File: src/rtl/btseq_pkg.sv
package btseq_pkg;
  localparam int WORD_SHIFT = 2;

  typedef enum logic [1:0] {
    ST_IDLE = 2'd0,
    ST_XFER = 2'd1,
    ST_FIN  = 2'd2
  } seqState_t;

  typedef struct packed {
    logic loadStart;
    logic advance;
  } seqStrobe_t;
endpackage

File: src/rtl/btseq_ctrl.sv
module btseq_ctrl
  import btseq_pkg::*;
(
  input  logic       clk,
  input  logic       rstN,
  input  logic       start,
  input  logic       listEmpty,
  input  logic       memAck,
  input  logic       lastBeat,
  output seqStrobe_t strobe,
  output logic       busy,
  output logic       memReq,
  output logic       done
);
  seqState_t state, stateNext;
  logic accept;

  // a new start is taken when idle or in the completion cycle
  assign accept = start && (state != ST_XFER);

  always_comb begin
    stateNext = state;
    case (state)
      ST_IDLE, ST_FIN: begin
        if (accept) stateNext = listEmpty ? ST_FIN : ST_XFER;
        else        stateNext = ST_IDLE;
      end
      ST_XFER: begin
        if (memAck && lastBeat) stateNext = ST_FIN;
      end
      default: stateNext = ST_IDLE;
    endcase
  end

  always_ff @(posedge clk or negedge rstN) begin
    if (!rstN) state <= ST_IDLE;
    else       state <= stateNext;
  end

  always_comb begin
    strobe.loadStart = accept;
    strobe.advance   = (state == ST_XFER) && memAck;
  end

  assign busy   = (state == ST_XFER);
  assign memReq = (state == ST_XFER);
  assign done   = (state == ST_FIN);
endmodule

File: src/rtl/btseq_dp.sv
module btseq_dp
  import btseq_pkg::*;
#(
  parameter int ADDR_W = 32,
  parameter int LIST_W = 16
) (
  input  logic                      clk,
  input  logic                      rstN,
  input  seqStrobe_t                strobe,
  input  logic [ADDR_W-1:0]         baseAddr,
  input  logic [LIST_W-1:0]         regList,
  input  logic                      isLoad,
  input  logic                      incMode,
  input  logic                      beforeMode,
  input  logic                      wbEn,
  output logic                      listEmpty,
  output logic                      lastBeat,
  output logic [ADDR_W-1:0]         curAddr,
  output logic [$clog2(LIST_W)-1:0] curIdx,
  output logic                      writeOp,
  output logic                      wbKeep,
  output logic [ADDR_W-1:0]         wbTarget
);
  localparam int IDX_W = $clog2(LIST_W);
  localparam int CNT_W = $clog2(LIST_W + 1);
  localparam logic [ADDR_W-1:0] WORD_STEP  = ADDR_W'(1) << WORD_SHIFT;
  localparam logic [ADDR_W-1:0] ALIGN_MASK = WORD_STEP - ADDR_W'(1);

  logic [LIST_W-1:0] pendList;
  logic [CNT_W-1:0]  regCount;
  logic [ADDR_W-1:0] alignedBase, span, firstAddr, finalBase;

  always_comb begin
    regCount = '0;
    for (int i = 0; i < LIST_W; i++) regCount = regCount + CNT_W'(regList[i]);
  end

  assign alignedBase = baseAddr & ~ALIGN_MASK;
  assign span        = ADDR_W'(regCount) << WORD_SHIFT;

  always_comb begin
    case ({incMode, beforeMode})
      2'b10:   firstAddr = alignedBase;
      2'b11:   firstAddr = alignedBase + WORD_STEP;
      2'b00:   firstAddr = alignedBase - span + WORD_STEP;
      default: firstAddr = alignedBase - span;
    endcase
    finalBase = incMode ? (alignedBase + span) : (alignedBase - span);
  end

  assign listEmpty = (regList == '0);
  assign lastBeat  = ((pendList & (pendList - LIST_W'(1))) == '0);

  // lowest pending register number
  always_comb begin
    curIdx = '0;
    for (int i = LIST_W - 1; i >= 0; i--) begin
      if (pendList[i]) curIdx = IDX_W'(i);
    end
  end

  always_ff @(posedge clk or negedge rstN) begin
    if (!rstN) begin
      pendList <= '0;
      curAddr  <= '0;
      wbTarget <= '0;
      writeOp  <= 1'b0;
      wbKeep   <= 1'b0;
    end else if (strobe.loadStart) begin
      pendList <= regList;
      curAddr  <= firstAddr;
      wbTarget <= finalBase;
      writeOp  <= !isLoad;
      wbKeep   <= wbEn;
    end else if (strobe.advance) begin
      pendList <= pendList & (pendList - LIST_W'(1));
      curAddr  <= curAddr + WORD_STEP;
    end
  end
endmodule

File: src/rtl/btseq_top.sv
module btseq_top
  import btseq_pkg::*;
#(
  parameter int ADDR_W = 32,
  parameter int LIST_W = 16
) (
  input  logic                      clk,
  input  logic                      rstN,
  input  logic                      start,
  input  logic [ADDR_W-1:0]         baseAddr,
  input  logic [LIST_W-1:0]         regList,
  input  logic                      isLoad,
  input  logic                      incMode,
  input  logic                      beforeMode,
  input  logic                      wbEn,
  output logic                      busy,
  output logic                      memReq,
  output logic                      memWrite,
  output logic [ADDR_W-1:0]         memAddr,
  output logic [$clog2(LIST_W)-1:0] memRegIdx,
  input  logic                      memAck,
  output logic                      done,
  output logic                      wbValid,
  output logic [ADDR_W-1:0]         wbAddr
);
  seqStrobe_t strobe;
  logic listEmpty, lastBeat, wbKeep;

  btseq_ctrl ctrl_i (
    .clk(clk), .rstN(rstN), .start(start), .listEmpty(listEmpty),
    .memAck(memAck), .lastBeat(lastBeat), .strobe(strobe),
    .busy(busy), .memReq(memReq), .done(done)
  );

  btseq_dp #(.ADDR_W(ADDR_W), .LIST_W(LIST_W)) dp_i (
    .clk(clk), .rstN(rstN), .strobe(strobe), .baseAddr(baseAddr),
    .regList(regList), .isLoad(isLoad), .incMode(incMode),
    .beforeMode(beforeMode), .wbEn(wbEn), .listEmpty(listEmpty),
    .lastBeat(lastBeat), .curAddr(memAddr), .curIdx(memRegIdx),
    .writeOp(memWrite), .wbKeep(wbKeep), .wbTarget(wbAddr)
  );

  assign wbValid = done && wbKeep;
endmodule

File: config.mk
export PLATFORM = sky130hd
export DESIGN_NAME = btseq_top
export DESIGN_NICKNAME = d
export VERILOG_FILES = /design/src/rtl/btseq_pkg.sv /design/src/rtl/btseq_ctrl.sv /design/src/rtl/btseq_dp.sv /design/src/rtl/btseq_top.sv
export SDC_FILE = /design/constraint.sdc
export NUM_CORES = 1
export LEC_CHECK = 0
export BUFFER_PORTS_ARGS = -buffer_cell sky130_fd_sc_hd__buf_4
export CORE_MARGIN = 1.5
export CORE_UTILIZATION = 50
export CTS_CLUSTER_SIZE = 16
export DETAILED_ROUTE_END_ITERATION = 6
export GPL_TIMING_DRIVEN = 0
export HOLD_SLACK_MARGIN = 0.05
export PLACE_DENSITY_LB_ADDON = 0.05
export SLEW_MARGIN = 20
export SYNTH_ARGS = -nofsm -noshare
export SYNTH_HDL_FRONTEND = slang
export SYNTH_SLANG_ARGS = --single-unit
export TNS_END_PERCENT = 10
File: constraint.sdc
create_clock -name clk -period 2.6 [get_ports clk]
set_input_delay 0.52 -clock clk [delete_from_list [all_inputs] [get_ports clk]]
set_output_delay 0.52 -clock clk [all_outputs]
set_load 0.03 [all_outputs]
==> impl_metrics.ini <==
[pwr]
p_leak_nw = 4.08
power_density_mw_per_mm2 = 1100
ir_drop_mv = 1.08

[setup_path]
reg2reg_to = ctrl_i.state[0]
path_max_fanout = 7
regToRegSetupSlack_ns = -0.51
cp-end-kind = flip-flop
slowest_stage = fa_2
worst-path-buf-inv = 6
critical_path.top_delay_family = adder cells
slowest_delay_ns = 0.58
critPathLaunchType = primary input
cpMostUsedCell = fa_1
cp_cell_sequence = buf_12 > inv_12 > ha_4 > inv_2 > fa_1 > fa_1 > fa_1 > fa_1 > fa_2 > fa_2 > inv_4 > ha_4 > or2_4 > a2111oi_4 > buf_4 > o21ai_2 > a222oi_1 > buf_4 > and4_4 > nand4_1 > or4_1 > a31oi_1 > a21oi_1
reg2regPathDepth = 11
worst-setup-path-type = in -> reg
reg2reg_from = dp_i.pendList[0]
critPathRequiredTime_ns = 2.81
crit_arrival_ns = 6.92

[synth]
synth-edff-count = 0
syn_area_mm2 = 0.00816
ys_async_sr_fraction = 1.00
synth.avg_cell_area_um2 = 7.48
synth_top_area_frac = 0.245
synth_top_cells_by_count = nand2_1, o21ai_0, nor2_1
synth_cell_types = 85
synth.area.top_cells = dfrtp_1, xnor2_1, o21ai_0
synthCells = 1090
synth_most_common_cell = nand2_1
synth-seq-cells = 80
yosys_most_used_dff = dfrtp_1
yosys_warnings = 0
synth.largest_area_cell = dfrtp_1
seq_area_frac_synth = 0.245

[clocking]
cts_buffer_depth = 2
htreeDepth = 3
clkSinkCount = 80
cts_inserted_buffers = 9
cts_tree = yes
cts_root_buf = clkbuf_16
clkTransAtPathRegs_ns = 0.07
clock_latency_ns = 0.36
cts_hold_buf = 0

[place]
gp_congestion = 1.03
io_buffers = 109
place_inst = 1418
hpwl_mm = 23.6
place_ws_ns = -5.45

[grt]
grt_pass1_vias = 8302
overflow = 0
grt_first_pass_wirelength_mm = 46.5
track_usage = 0.366
antenna_found_initial = 1
grt_max_degree = 81

[die]
core_region_area_mm2 = 0.0159
num_io_pins = 129
rows = 46
die-area_mm2 = 0.0171
die_h_um = 131
die_w_um = 131
initial_core_util = 0.514

[drt]
first_iter_violations = 953
via_per_inst = 6.22
drtPass1Iterations = 7
ant_nets = 0
wl_per_cell_um = 21.4
wl_mm = 31.4
drc = 0
route.vias.total = 9140

[finish]
drive_gt1_frac = 0.225
num-fill-cells = 1475
postLayoutCoreUtil = 0.662
antenna_cells = 0
area_growth_pct = 28.9
fin_cells = 1470
nNetsFinal = 1340

[sta]
slew_viol_final = 0
finalCritPeriodShare = 2.58
tightestPinTransition_ns = 0.952
fmax_mhz = 149
skew_ns = 0.0151
fin_ws_ns = -4.11
finalSetupViolCount = 74
slew_headroom = 0.360
period_minus_slack_ns = 6.71
finalHoldViolCount = 0
rsz0062_at_grt = true

[outcome]
status = finished, violations left
violations = negative setup slack

[worst_hold_path]
worstHoldPathType = in -> async

[run]
drv_cap = 0
-- stage by stage --
step | setup TNS [ns] | hold WS [ns] | power, W | cell area [um^2]
final | -199.16 | 0.214 | 0.0116 | 10500
after global routing | -211.62 | 0.282 | 0.0122 | 10500
after CTS | -193.47 | 0.343 | 0.0110 | 10200
after detailed placement | -242.58 | 0.462 | 0.00928 | 9360
after global placement | -243.58 | 0.454 | 0.00915 | 9340
after floorplan | -187.97 | 0.224 | 0.00708 | 8250
-- logic make-up (layout without fill, tap and decap cells) --
kind of cell / after synthesis / count (layout) / share of synthesized area
simple gates: 442 / 442 / 0.279
buf+inv: 128 / 289 / 0.0629
fa+ha+maj: 39 / 39 / 0.0696
compound gates: 293 / 293 / 0.227
mux: 7 / 7 / 0.00874
other cells: 1 / 4 / 0.000460
flops: 80 / 80 / 0.245
xor+xnor: 100 / 100 / 0.107
-- power by group --
part	leakage [nW]	switching, W	internal [W]
registers	0.975	0.000586	0.00184
clock network	0.136	0.000644	0.000668
logic	2.97	0.00474	0.00308
total	4.08	0.00597	0.00559
-- what timing repair did --
item                                    4_1_cts  5_1_grt
buffers inserted                             21       15
resized for setup                            78       44
pin swaps                                    32       22
endpoints found under the setup margin       67       75
endpoints found under the hold margin         0        0
-- metal layers --
layer,GRT usage,up-vias,part of all wire
met5,0,-,0.00041
li1,-,4251,-
met3,0.0668,97,0.10
met4,0.173,2,0.042
met2,0.542,524,0.43
met1,0.516,4266,0.43
-- sequential cells by signal, summed over array words and instances, names as in the netlist --
| register | count |
|---|---|
| dp_i.curAddr | 30 |
| dp_i.wbKeep | 1 |
| dp_i.wbTarget | 30 |
| ctrl_i.state | 2 |
| dp_i.writeOp | 1 |
| dp_i.pendList | 16 |
-- how the worst max path moves through the flow --
stage	start	endpoint	slack (ns)	cells past startpoint
global placement	regList[1]	dp_i.curAddr[25]	-5.47	23
detailed placement	regList[1]	dp_i.curAddr[25]	-5.45	23
floorplan	regList[1]	dp_i.curAddr[30]	-4.18	20
finish	regList[1]	dp_i.curAddr[25]	-4.11	23
CTS	regList[1]	dp_i.curAddr[30]	-4.06	22
global route	regList[1]	dp_i.curAddr[25]	-4.26	25
-- cell usage in the layout (no fill, tap or decap), types with 14 or more instances in the layout --
cell and instances:
a21oi_1 68, a31oi_1 18, buf_4 141, clkbuf_1 54, dfrtp_1 80, ha_1 16, inv_1 45, nand2_1 117
nand3_1 17, nand4_1 23, nor2_1 82, nor3_1 44, nor4_1 18, o21ai_0 90, or3_1 14, xnor2_1 57
xor2_1 35
-- area by class of cell --
type                    instances  area, um^2  share of cell area
repair buffers                145        1150               0.110
flip-flops and latches         80        2000               0.190
inverters                      50         208              0.0198
multi-input cells             885        6240               0.594
clock inverters                 7        60.1             0.00571
clock buffers                   9         225              0.0214
plain buffers                  78         353              0.0336
well taps                     216         270              0.0257
No activity file was read; power rests on OpenSTA's default activity.
